## src/rtl/cal_pkg.sv

```systemverilog
package cal_pkg;
  localparam int ADDR_W = 4;
  localparam logic [ADDR_W-1:0] A_CTRL = 4'h0;
  localparam logic [ADDR_W-1:0] A_SEC  = 4'h3;
  localparam logic [ADDR_W-1:0] A_MIN  = 4'h4;
  localparam logic [ADDR_W-1:0] A_HOUR = 4'h5;
  localparam logic [ADDR_W-1:0] A_DAY  = 4'h6;
  localparam logic [ADDR_W-1:0] A_WDAY = 4'h7;
  localparam logic [ADDR_W-1:0] A_MON  = 4'h8;
  localparam logic [ADDR_W-1:0] A_YEAR = 4'h9;
  localparam int B_MODE12 = 3;
  localparam int B_SWRST  = 4;
  localparam int B_STOP   = 5;

  typedef struct packed {
    logic [6:0] sec;
    logic [6:0] min;
    logic [5:0] hour;   // always held in 24-hour BCD
    logic [5:0] day;
    logic [2:0] wday;
    logic [4:0] mon;
    logic [7:0] year;
  } cal_time_t;

  localparam cal_time_t TIME_RST = '{sec: 7'h00, min: 7'h00, hour: 6'h00,
                                     day: 6'h01, wday: 3'd0, mon: 5'h01, year: 8'h00};

  function automatic logic [6:0] bcd2bin(input logic [7:0] b);
    return 7'(b[7:4]) * 7'd10 + 7'(b[3:0]);
  endfunction

  function automatic logic [7:0] bin2bcd(input logic [6:0] v);
    return {4'(v / 7'd10), 4'(v % 7'd10)};
  endfunction

  function automatic logic [7:0] bcd_inc(input logic [7:0] b);
    return bin2bcd(bcd2bin(b) + 7'd1);
  endfunction

  // last valid day of a month, as BCD
  function automatic logic [5:0] last_day(input logic [4:0] mon, input logic [7:0] yr);
    logic [6:0] y;
    y = bcd2bin(yr);
    case (mon)
      5'h02:                      return (y[1:0] == 2'b00) ? 6'h29 : 6'h28;
      5'h04, 5'h06, 5'h09, 5'h11: return 6'h30;
      default:                    return 6'h31;
    endcase
  endfunction

  // 24-hour BCD -> 12-hour register image (PM in bit 5)
  function automatic logic [7:0] hr24_to_12(input logic [5:0] h);
    logic [6:0] b;
    logic [7:0] t;
    logic       pm;
    b  = bcd2bin({2'b00, h});
    pm = (b >= 7'd12);
    if (pm) b = b - 7'd12;
    if (b == 7'd0) b = 7'd12;
    t = bin2bcd(b);
    return {2'b00, pm, t[4:0]};
  endfunction

  // 12-hour register image -> 24-hour BCD
  function automatic logic [5:0] hr12_to_24(input logic [7:0] r);
    logic [6:0] b;
    logic [7:0] t;
    b = bcd2bin({3'b000, r[4:0]});
    if (b == 7'd12) b = 7'd0;
    if (r[5]) b = b + 7'd12;
    t = bin2bcd(b);
    return t[5:0];
  endfunction
endpackage

```

## src/rtl/cal_prescaler.sv

```systemverilog
module cal_prescaler #(
  parameter int CLK_PER_SEC = 32768
) (
  input  logic clk,
  input  logic rst_n,
  input  logic stop,
  input  logic restart,
  output logic tick
);
  localparam int CW = (CLK_PER_SEC > 2) ? $clog2(CLK_PER_SEC) : 1;
  localparam logic [CW-1:0] LAST = CW'(CLK_PER_SEC - 1);

  logic [CW-1:0] cnt_q;
  logic          at_last;

  assign at_last = (cnt_q == LAST);
  assign tick    = at_last && !stop && !restart;

  always_ff @(posedge clk or negedge rst_n) begin
    if (!rst_n)                  cnt_q <= '0;
    else if (stop || restart)    cnt_q <= '0;
    else if (at_last)            cnt_q <= '0;
    else                         cnt_q <= cnt_q + 1'b1;
  end
endmodule

```

## src/rtl/cal_advance.sv

```systemverilog
module cal_advance
  import cal_pkg::*;
(
  input  cal_time_t cur,
  output cal_time_t nxt,
  output logic      day_wrap
);
  logic       sec_wrap, min_wrap, hr_wrap, mon_wrap;
  logic [5:0] last;

  assign last     = last_day(cur.mon, cur.year);
  assign sec_wrap = (cur.sec == 7'h59);
  assign min_wrap = sec_wrap && (cur.min == 7'h59);
  assign hr_wrap  = min_wrap && (cur.hour == 6'h23);
  assign day_wrap = hr_wrap && (cur.day == last);
  assign mon_wrap = day_wrap && (cur.mon == 5'h12);

  always_comb begin
    nxt      = cur;
    nxt.sec  = sec_wrap ? 7'h00 : 7'(bcd_inc({1'b0, cur.sec}));
    if (sec_wrap) nxt.min  = min_wrap ? 7'h00 : 7'(bcd_inc({1'b0, cur.min}));
    if (min_wrap) nxt.hour = hr_wrap ? 6'h00 : 6'(bcd_inc({2'b00, cur.hour}));
    if (hr_wrap) begin
      nxt.wday = (cur.wday == 3'd6) ? 3'd0 : cur.wday + 3'd1;
      nxt.day  = day_wrap ? 6'h01 : 6'(bcd_inc({2'b00, cur.day}));
    end
    if (day_wrap) nxt.mon  = mon_wrap ? 5'h01 : 5'(bcd_inc({3'b000, cur.mon}));
    if (mon_wrap) nxt.year = (cur.year == 8'h99) ? 8'h00 : bcd_inc(cur.year);
  end
endmodule

```

## src/rtl/rtc_calendar.sv

```systemverilog
module rtc_calendar
  import cal_pkg::*;
#(
  parameter int CLK_PER_SEC = 32768
) (
  input  logic              clk,
  input  logic              rst_n,
  input  logic              osc_fail,
  input  logic              reg_we,
  input  logic [ADDR_W-1:0] reg_addr,
  input  logic [7:0]        reg_wdata,
  output logic [7:0]        reg_rdata
);
  cal_time_t t_q, t_adv;
  logic      flag_q, mode12_q, stop_q;
  logic      sel_time, sw_rst, restart, tick, day_wrap;

  assign sel_time = reg_we && (reg_addr >= A_SEC) && (reg_addr <= A_YEAR);
  assign sw_rst   = reg_we && (reg_addr == A_CTRL) && reg_wdata[B_SWRST];
  assign restart  = sel_time || sw_rst;

  cal_prescaler #(.CLK_PER_SEC(CLK_PER_SEC)) presc_i (
    .clk(clk), .rst_n(rst_n), .stop(stop_q), .restart(restart), .tick(tick));

  cal_advance adv_i (.cur(t_q), .nxt(t_adv), .day_wrap(day_wrap));

  always_ff @(posedge clk or negedge rst_n) begin
    if (!rst_n) begin
      t_q      <= TIME_RST;
      flag_q   <= 1'b1;
      mode12_q <= 1'b0;
      stop_q   <= 1'b0;
    end else if (sw_rst) begin
      t_q      <= TIME_RST;
      flag_q   <= 1'b1;
      mode12_q <= 1'b0;
      stop_q   <= 1'b0;
    end else begin
      if (tick) t_q <= t_adv;
      flag_q <= ((reg_we && reg_addr == A_SEC) ? reg_wdata[7] : flag_q) | osc_fail;
      if (reg_we) begin
        case (reg_addr)
          A_CTRL: begin
            mode12_q <= reg_wdata[B_MODE12];
            stop_q   <= reg_wdata[B_STOP];
          end
          A_SEC:  t_q.sec  <= reg_wdata[6:0];
          A_MIN:  t_q.min  <= reg_wdata[6:0];
          A_HOUR: t_q.hour <= mode12_q ? hr12_to_24(reg_wdata) : reg_wdata[5:0];
          A_DAY:  t_q.day  <= reg_wdata[5:0];
          A_WDAY: t_q.wday <= reg_wdata[2:0];
          A_MON:  t_q.mon  <= reg_wdata[4:0];
          A_YEAR: t_q.year <= reg_wdata;
          default: ;
        endcase
      end
    end
  end

  always_comb begin
    case (reg_addr)
      A_CTRL:  reg_rdata = {2'b00, stop_q, 1'b0, mode12_q, 3'b000};
      A_SEC:   reg_rdata = {flag_q, t_q.sec};
      A_MIN:   reg_rdata = {1'b0, t_q.min};
      A_HOUR:  reg_rdata = mode12_q ? hr24_to_12(t_q.hour) : {2'b00, t_q.hour};
      A_DAY:   reg_rdata = {2'b00, t_q.day};
      A_WDAY:  reg_rdata = {5'b00000, t_q.wday};
      A_MON:   reg_rdata = {3'b000, t_q.mon};
      A_YEAR:  reg_rdata = t_q.year;
      default: reg_rdata = 8'h00;
    endcase
  end
endmodule

```

## config.mk

```make
export PLATFORM = sky130hd
export DESIGN_NAME = rtc_calendar
export DESIGN_NICKNAME = d
export VERILOG_FILES = /design/src/rtl/cal_pkg.sv /design/src/rtl/cal_prescaler.sv /design/src/rtl/cal_advance.sv /design/src/rtl/rtc_calendar.sv
export SDC_FILE = /design/constraint.sdc
export NUM_CORES = 1
export LEC_CHECK = 0
export BUFFER_PORTS_ARGS = -buffer_cell sky130_fd_sc_hd__buf_2
export CAP_MARGIN = 5
export CORE_ASPECT_RATIO = 1.1
export CORE_MARGIN = 2
export CORE_UTILIZATION = 45
export CTS_CLUSTER_DIAMETER = 80
export DETAILED_ROUTE_END_ITERATION = 8
export GPL_TIMING_DRIVEN = 0
export SLEW_MARGIN = 5
export SYNTH_ARGS = -nofsm -noshare
export SYNTH_HDL_FRONTEND = slang
export SYNTH_SLANG_ARGS = --single-unit
```

## constraint.sdc

```tcl
create_clock -name clk -period 7.2 [get_ports clk]
set_clock_uncertainty 0.2 [all_clocks]
set_input_delay 0.72 -clock clk [delete_from_list [all_inputs] [get_ports clk]]
set_output_delay 0.72 -clock clk [all_outputs]
set_load 0.01 [all_outputs]
```

== Yosys cells after proc, flatten, opt, wreduce, memory -nomap -nowiden ==
Index checks and enable logic that the tools add are counted.

* Add/sub/neg operators: 17
* $mul: 7
* Div/mod/pow operators: 16
* Magnitude comparators: 3
* Equality and inequality tests: 21
* Shift-type cells: 0
* Mux-type cells: 49
* Bitwise logic cells: 1
* Reductions and logical operators: 22

{| class="wikitable"
|+ Operators by type and width
! operator !! count
|-
| 42-bit 2-to-1 mux || 3
|-
| 7-bit 2-to-1 mux || 16
|-
| 8-bit one-hot mux with 8 select lines || 1
|-
| 7-bit by 4-bit divider with 7-bit output (second input constant) || 8
|-
| 7-bit by 4-bit remainder unit with 7-bit output (second input constant) || 8
|-
| 6-bit 2-to-1 mux || 8
|-
| 7-bit by 1-bit adder with 7-bit output (second input constant) || 6
|-
| 15-bit 2-to-1 mux || 2
|-
| 8-bit 2-to-1 mux || 3
|-
| 7-bit by 4-bit adder with 7-bit output || 3
|-
| 4-bit by 3-bit == test with 1-bit output (second input constant) || 4
|-
| 15-bit by 1-bit adder with 15-bit output (second input constant) || 1
|-
| 15-bit == test (second input constant) || 1
|-
| 5-bit 2-to-1 mux || 3
|-
| 6-bit by 4-bit adder with 7-bit output || 2
|-
| 7-bit == test (second input constant) || 2
|-
| 5-bit by 4-bit adder with 6-bit output || 2
|-
| 3-bit by 3-bit multiplier with 6-bit output (second input constant) || 2
|-
| 6-bit one-hot mux with 2 select lines || 1
|-
| 1-bit logical AND || 11
|-
| 5-bit by 3-bit == test with 1-bit output (second input constant) || 2
|-
| 5-bit == test (second input constant) || 2
|-
| 2-bit by 3-bit multiplier with 5-bit output (second input constant) || 2
|-
| 1-bit 2-to-1 mux || 9
|-
| other kinds (28) || 34
|}

* Register bits: 60
* Latch bits: 0
* RAM bits: 0
* Bits in read-only memories: 0
* Input port bits: 16
* Logic and storage cells: 147
* Memories kept: 0

== Logic depth before layout (Yosys ltp) ==
* Word-level depth: 17
* Mapped depth: 29
* Depth with buffers taken out: 28

== Modules after synthesis ==
From an unflattened synthesis, not the netlist that was laid out.

* Cells, all modules: 1152
* Area, all modules: 8871.0 um2

{| class="wikitable"
|+ By module, submodules not included
! module !! times used !! cells an instance !! area each (um2) !! sequential area each (um2)
|-
| rtc_calendar || 1 || 486 || 4086.4 || 1129.8
|-
| cal_advance || 1 || 594 || 4051.4 || 0.0
|-
| cal_prescaler || 1 || 72 || 733.2 || 375.4
|}

== Worst setup path after synthesis ==
No wires, ideal clock.

* Kind: reg2out
* From: register t_q[23] in the netlist's numbering
* To: output port reg_rdata[1]
* Arrival time: 5.487 ns
* Data required time: 6.280 ns
* Path slack: 0.793 ns
* Stages on the path, launching flop included: 29
* Buffers on the path: 1
* Cell sequence: dfrtp_1 ha_1 fa_1 xnor2_2 inv_2 ha_1 clkbuf_1 nand2_1 o41a_1 ha_1 nor2_1 nand3_1 nand2b_1 inv_1 ha_1 a31oi_1 mux2i_1 nor3b_1 o21ai_0 nand2b_1 inv_1 ha_1 nand2_1 nand2_1 a21boi_2 a211oi_1 a311o_1 mux2_1 nand2_1

* Cells in the longest elaborated chain, start to end: 10
* Elaborated cells between the ends (all ways): 11

{| class="wikitable"
|+ RTL lines
! element !! RTL line !! source
|-
| from (decl) || rtc_calendar.sv:14 || <nowiki>cal_time_t t_q, t_adv;</nowiki>
|-
| from (signal assigned) || rtc_calendar.sv:39 || <nowiki>if (tick) t_q <= t_adv;</nowiki>
|-
| 6-bit by 4-bit adder with 7-bit output || cal_pkg.sv:29 || <nowiki>return 7'(b[7:4]) * 7'd10 + 7'(b[3:0]);</nowiki>
|-
| 7-bit by 4-bit subtractor with 7-bit output or 7-bit by 4-bit >= comparator with 1-bit output (tied branches) || cal_pkg.sv:58, cal_pkg.sv:57 ||
|-
| 7-bit 2-to-1 mux || cal_pkg.sv:58 || <nowiki>if (pm) b = b - 7'd12;</nowiki>
|-
| 7-bit 2-to-1 mux || rtc_calendar.sv:61 || <nowiki>case (reg_addr)</nowiki>
|-
| 7-bit logical NOT || cal_pkg.sv:59 || <nowiki>if (b == 7'd0) b = 7'd12;</nowiki>
|-
| 7-bit 2-to-1 mux || cal_pkg.sv:59 ||
|-
| 7-bit 2-to-1 mux || rtc_calendar.sv:61 ||
|-
| 7-bit by 4-bit remainder unit with 7-bit output || cal_pkg.sv:33 || <nowiki>return {4'(v / 7'd10), 4'(v % 7'd10)};</nowiki>
|-
| 6-bit 2-to-1 mux (*) || rtc_calendar.sv:65 || <nowiki>A_HOUR: reg_rdata = mode12_q ? hr24_to_12(t_q.hour) : {2'b00, t_q.hour};</nowiki>
|-
| 8-bit one-hot mux with 8 select lines (*) || rtc_calendar.sv:61 ||
|-
| to (decl) || rtc_calendar.sv:12 || <nowiki>output logic [7:0] reg_rdata</nowiki>
|}

Mark *: on every way between the ends. The rest lies on a longest branch, timed or not. The select of a mux whose other input is x is not followed.

== Worst setup path after layout ==
* From: register t_q[23] in the netlist's numbering
* To: output port reg_rdata[3]

* Cells in the longest elaborated chain, start to end: 10
* Elaborated cells between the ends (all ways): 11

{| class="wikitable"
|+ RTL lines
! element !! RTL line
|-
| 6-bit by 4-bit adder with 7-bit output (*) || cal_pkg.sv:29
|-
| 7-bit by 4-bit subtractor with 7-bit output or 7-bit by 4-bit >= comparator with 1-bit output (tied branches) || cal_pkg.sv:58, cal_pkg.sv:57
|-
| 7-bit 2-to-1 mux (*) || cal_pkg.sv:58
|-
| 7-bit 2-to-1 mux (*) || rtc_calendar.sv:61
|-
| 7-bit logical NOT || cal_pkg.sv:59
|-
| 7-bit 2-to-1 mux (*) || cal_pkg.sv:59
|-
| 7-bit 2-to-1 mux (*) || rtc_calendar.sv:61
|-
| 7-bit by 4-bit remainder unit with 7-bit output (*) || cal_pkg.sv:33
|-
| 6-bit 2-to-1 mux (*) || rtc_calendar.sv:65
|-
| 8-bit one-hot mux with 8 select lines (*) || rtc_calendar.sv:61
|}

Marks and branches as above.

==> results.md <==
- Final nets: 1254
- Non-filler cells, final: 1416
- First-pass GRT wire length: 40520 um
- Crit path kind: flop to output pin
- Period minus WS final: 6.897 ns
- Post-synth EDFFs: 0
- CP max stage delay: 0.49 ns
- Fraction of layout instances using a drive strength above 1: 10.49%
- Yosys top cell area share: 16.84%
- CTS root buf: clkbuf_16
- DRT Pass-1 Iters: 7
- Largest net degree at the start of global routing: 61
- Period utilisation layout: 95.79%
- Row Count: 52
- Min-delay worst type: input port to async pin
- Worst hold slack: 0.2620 ns
- Initial DRC count: 700
- Latest clock arrival within the worst-skew pair: 0.34 ns
- DR WL/cell: 17.41 um
- Initial Utilization: 46.01%
- Post-synthesis register bit count: 60
- Sequential area share after synthesis: 17.77%
- Critical Path Most Common Cell: ha_1
- Placed Cells: 1387
- Avg Inst Size Synth: 7.551 sq um
- Slew Viols, Final: 0
- Final setup fails: 0
- DRT antenna net count: 0
- GPL Wtd Cong: 0.9105
- Total clock sinks: 60
- Slowest cell on crit path: fa_2
- Ys async rst share: 100.0%
- Worst-Margin Slew: 0.8333 ns
- FMAX: 0.1450 GHz
- Max transition margin: 44.02%
- Commonest non-fill, non-tap cell in the layout: nor2_1
- Area of the multi-input gates: 6690 sq um
- CP Max Fanout: 8
- Gate Count Post-Synth: 1122
- Leading area contributor after synthesis: dfrtp_1
- Cts bufs inserted: 9
- # DRC: 0
- WL final: 24650 um
- Startpoint types: flop
- Synth warn: 0
- Num ports: 24
- GR Util All Layers: 24.64%
- Hold Fails Final Rpt: 0
- Ys flop type: dfrtp_1
- Core area: 18410 sq um
- Final Worst Setup Slack: 0.3030 ns
- Antenna Diode Count: 0
- CTS max path bufs: 2
- GR Overflow Total: 0
- Die Area: 19940 sq um
- Fillers: 1849
- Post-DP HPWL: 18510 um
- PortBufs: 22
- Max Cap Viol: 0
- Initial antenna violation count: 0
- Crit path DAT: 5.98 ns
- Die W: 134.8 um
- Outcome: complete, no violations
- Drt via density: 6.177
- Most frequent cells in the layout: nor2_1, nand2_1, a21oi_1, o21ai_0, ha_1
- Top post-synthesis cells by area: dfrtp_1, ha_1, nor2_1
- Place WS: -0.2085 ns
- H-tree lvl count: 3
- Mapped Nets: 1208
- Die span in y: 147.9 um
- Area growth syn-to-layout: 11.08%
- Syn Std Cell Area: 8472 sq um
- Vias in the first global route: 8207
- TritonCTS clock tree: built
- Req. time, crit path: 6.28 ns
- Distinct cell type count after synthesis: 107
- Worst Setup End Kind: output pin
- Worst-path clk slew: 0.06 ns
- Register area: 1506 sq um
- Routed via count: 8747
==> per-layer routing <==
metal	GRT usage, %	vias up	share of wire [%]
met5	0	-	0
met3	2.984	39	5.3
li1	-	4305	-
met4	6.158	0	1.6
met1	33.80	4149	46
met2	41.17	254	47
==> final timing paths <==
check / start / end / slack [ns] / cells past startpoint
min: rst_n / presc_i.cnt_q[8] / 0.26 / 1
max in group asynchronous: rst_n / t_q[23] / 5.97 / 1
max: t_q[23] / reg_rdata[3] / 0.30 / 27
min in group clk: flag_q / flag_q / 0.28 / 2
max reg2reg: t_q[5] / t_q[2] / 1.41 / 21
min reg2reg: flag_q / flag_q / 0.28 / 2
==> cell usage after synthesis (all sizes together), types with 8 or more instances <==
master / instances
a211oi: 28
a21o: 15
a21oi: 78
a221oi: 8
a22oi: 12
a311oi: 9
a31oi: 16
and2: 15
and3: 16
buf: 9
clkbuf: 42
dfrtp: 57
ha: 64
inv: 41
mux2i: 19
nand2: 92
nand2b: 21
nand3: 49
nand3b: 8
nand4: 8
nor2: 122
nor2b: 11
nor3: 39
nor3b: 9
o21a: 9
o21ai: 86
o22ai: 11
or2: 8
or3: 8
xnor2: 54
xor2: 19
==> cells by family (layout without fill, tap and decap cells) <==
group                    Yosys count  in the layout  share of synthesized area [%]
AO/OA/AOI/OAI                    373            373                          30.78
adder cells (fa/ha/maj)           71             71                          10.99
AND/OR/NAND/NOR                  428            428                          25.11
flip-flops                        60             60                          17.77
multiplexers                      25             25                          3.042
buffers and inverters             92            143                          4.416
XOR/XNOR                          73             73                          7.901
==> critical path, delay by kind of cell, from the launching register on <==
family	cells	cell delay [ns]
flip-flops	1	0.45
XOR/XNOR	1	0.19
buffers and inverters	5	0.56
adder cells (fa/ha/maj)	6	1.56
multiplexers	2	0.47
AND/OR/NAND/NOR	8	1.22
AO/OA/AOI/OAI	5	1.19
==> timing repair <==
item / 4_1_cts / 5_1_grt
gates resized for setup: 7 / 18
pin swaps: 1 / 7
setup endpoints to repair: 4 / 4
buffers inserted: 0 / 14
cloned: 0 / 0
hold buffers: 0 / 0
hold endpoints to repair: 0 / 0
==> sequential cells by signal (all words and copies together) (netlist names) <==
name           flops
mode12_q           1
presc_i.cnt_q     15
t_q               42
stop_q             1
flag_q             1
==> area by class of cell <==
| class | count | share of cell area, % |
|---|---|---|
| clock inverters | 7 | 0.8111 |
| clock buffers | 9 | 2.393 |
| well taps | 243 | 3.231 |
| inverters | 41 | 1.689 |
| multi-input cells | 970 | 71.09 |
| repair buffers | 36 | 2.446 |
| flip-flops and latches | 60 | 16.01 |
| plain buffers | 50 | 2.327 |
==> metrics by stage <==
stage	TNS [ns]	cell area, sq um	utilization, %
6_report	0	9410	51.11
5_1_grt	-0.2226	9410	51.11
4_1_cts	0	9229	50.12
3_5_place_dp	-0.4735	8889	48.27
3_3_place_gp	-0.2445	8886	48.26
2_1_floorplan	0	8472	-
Power is left out: the tool's default activity adds up to more than one toggle a clock period on the data nets, which glitch-free logic cannot reach.
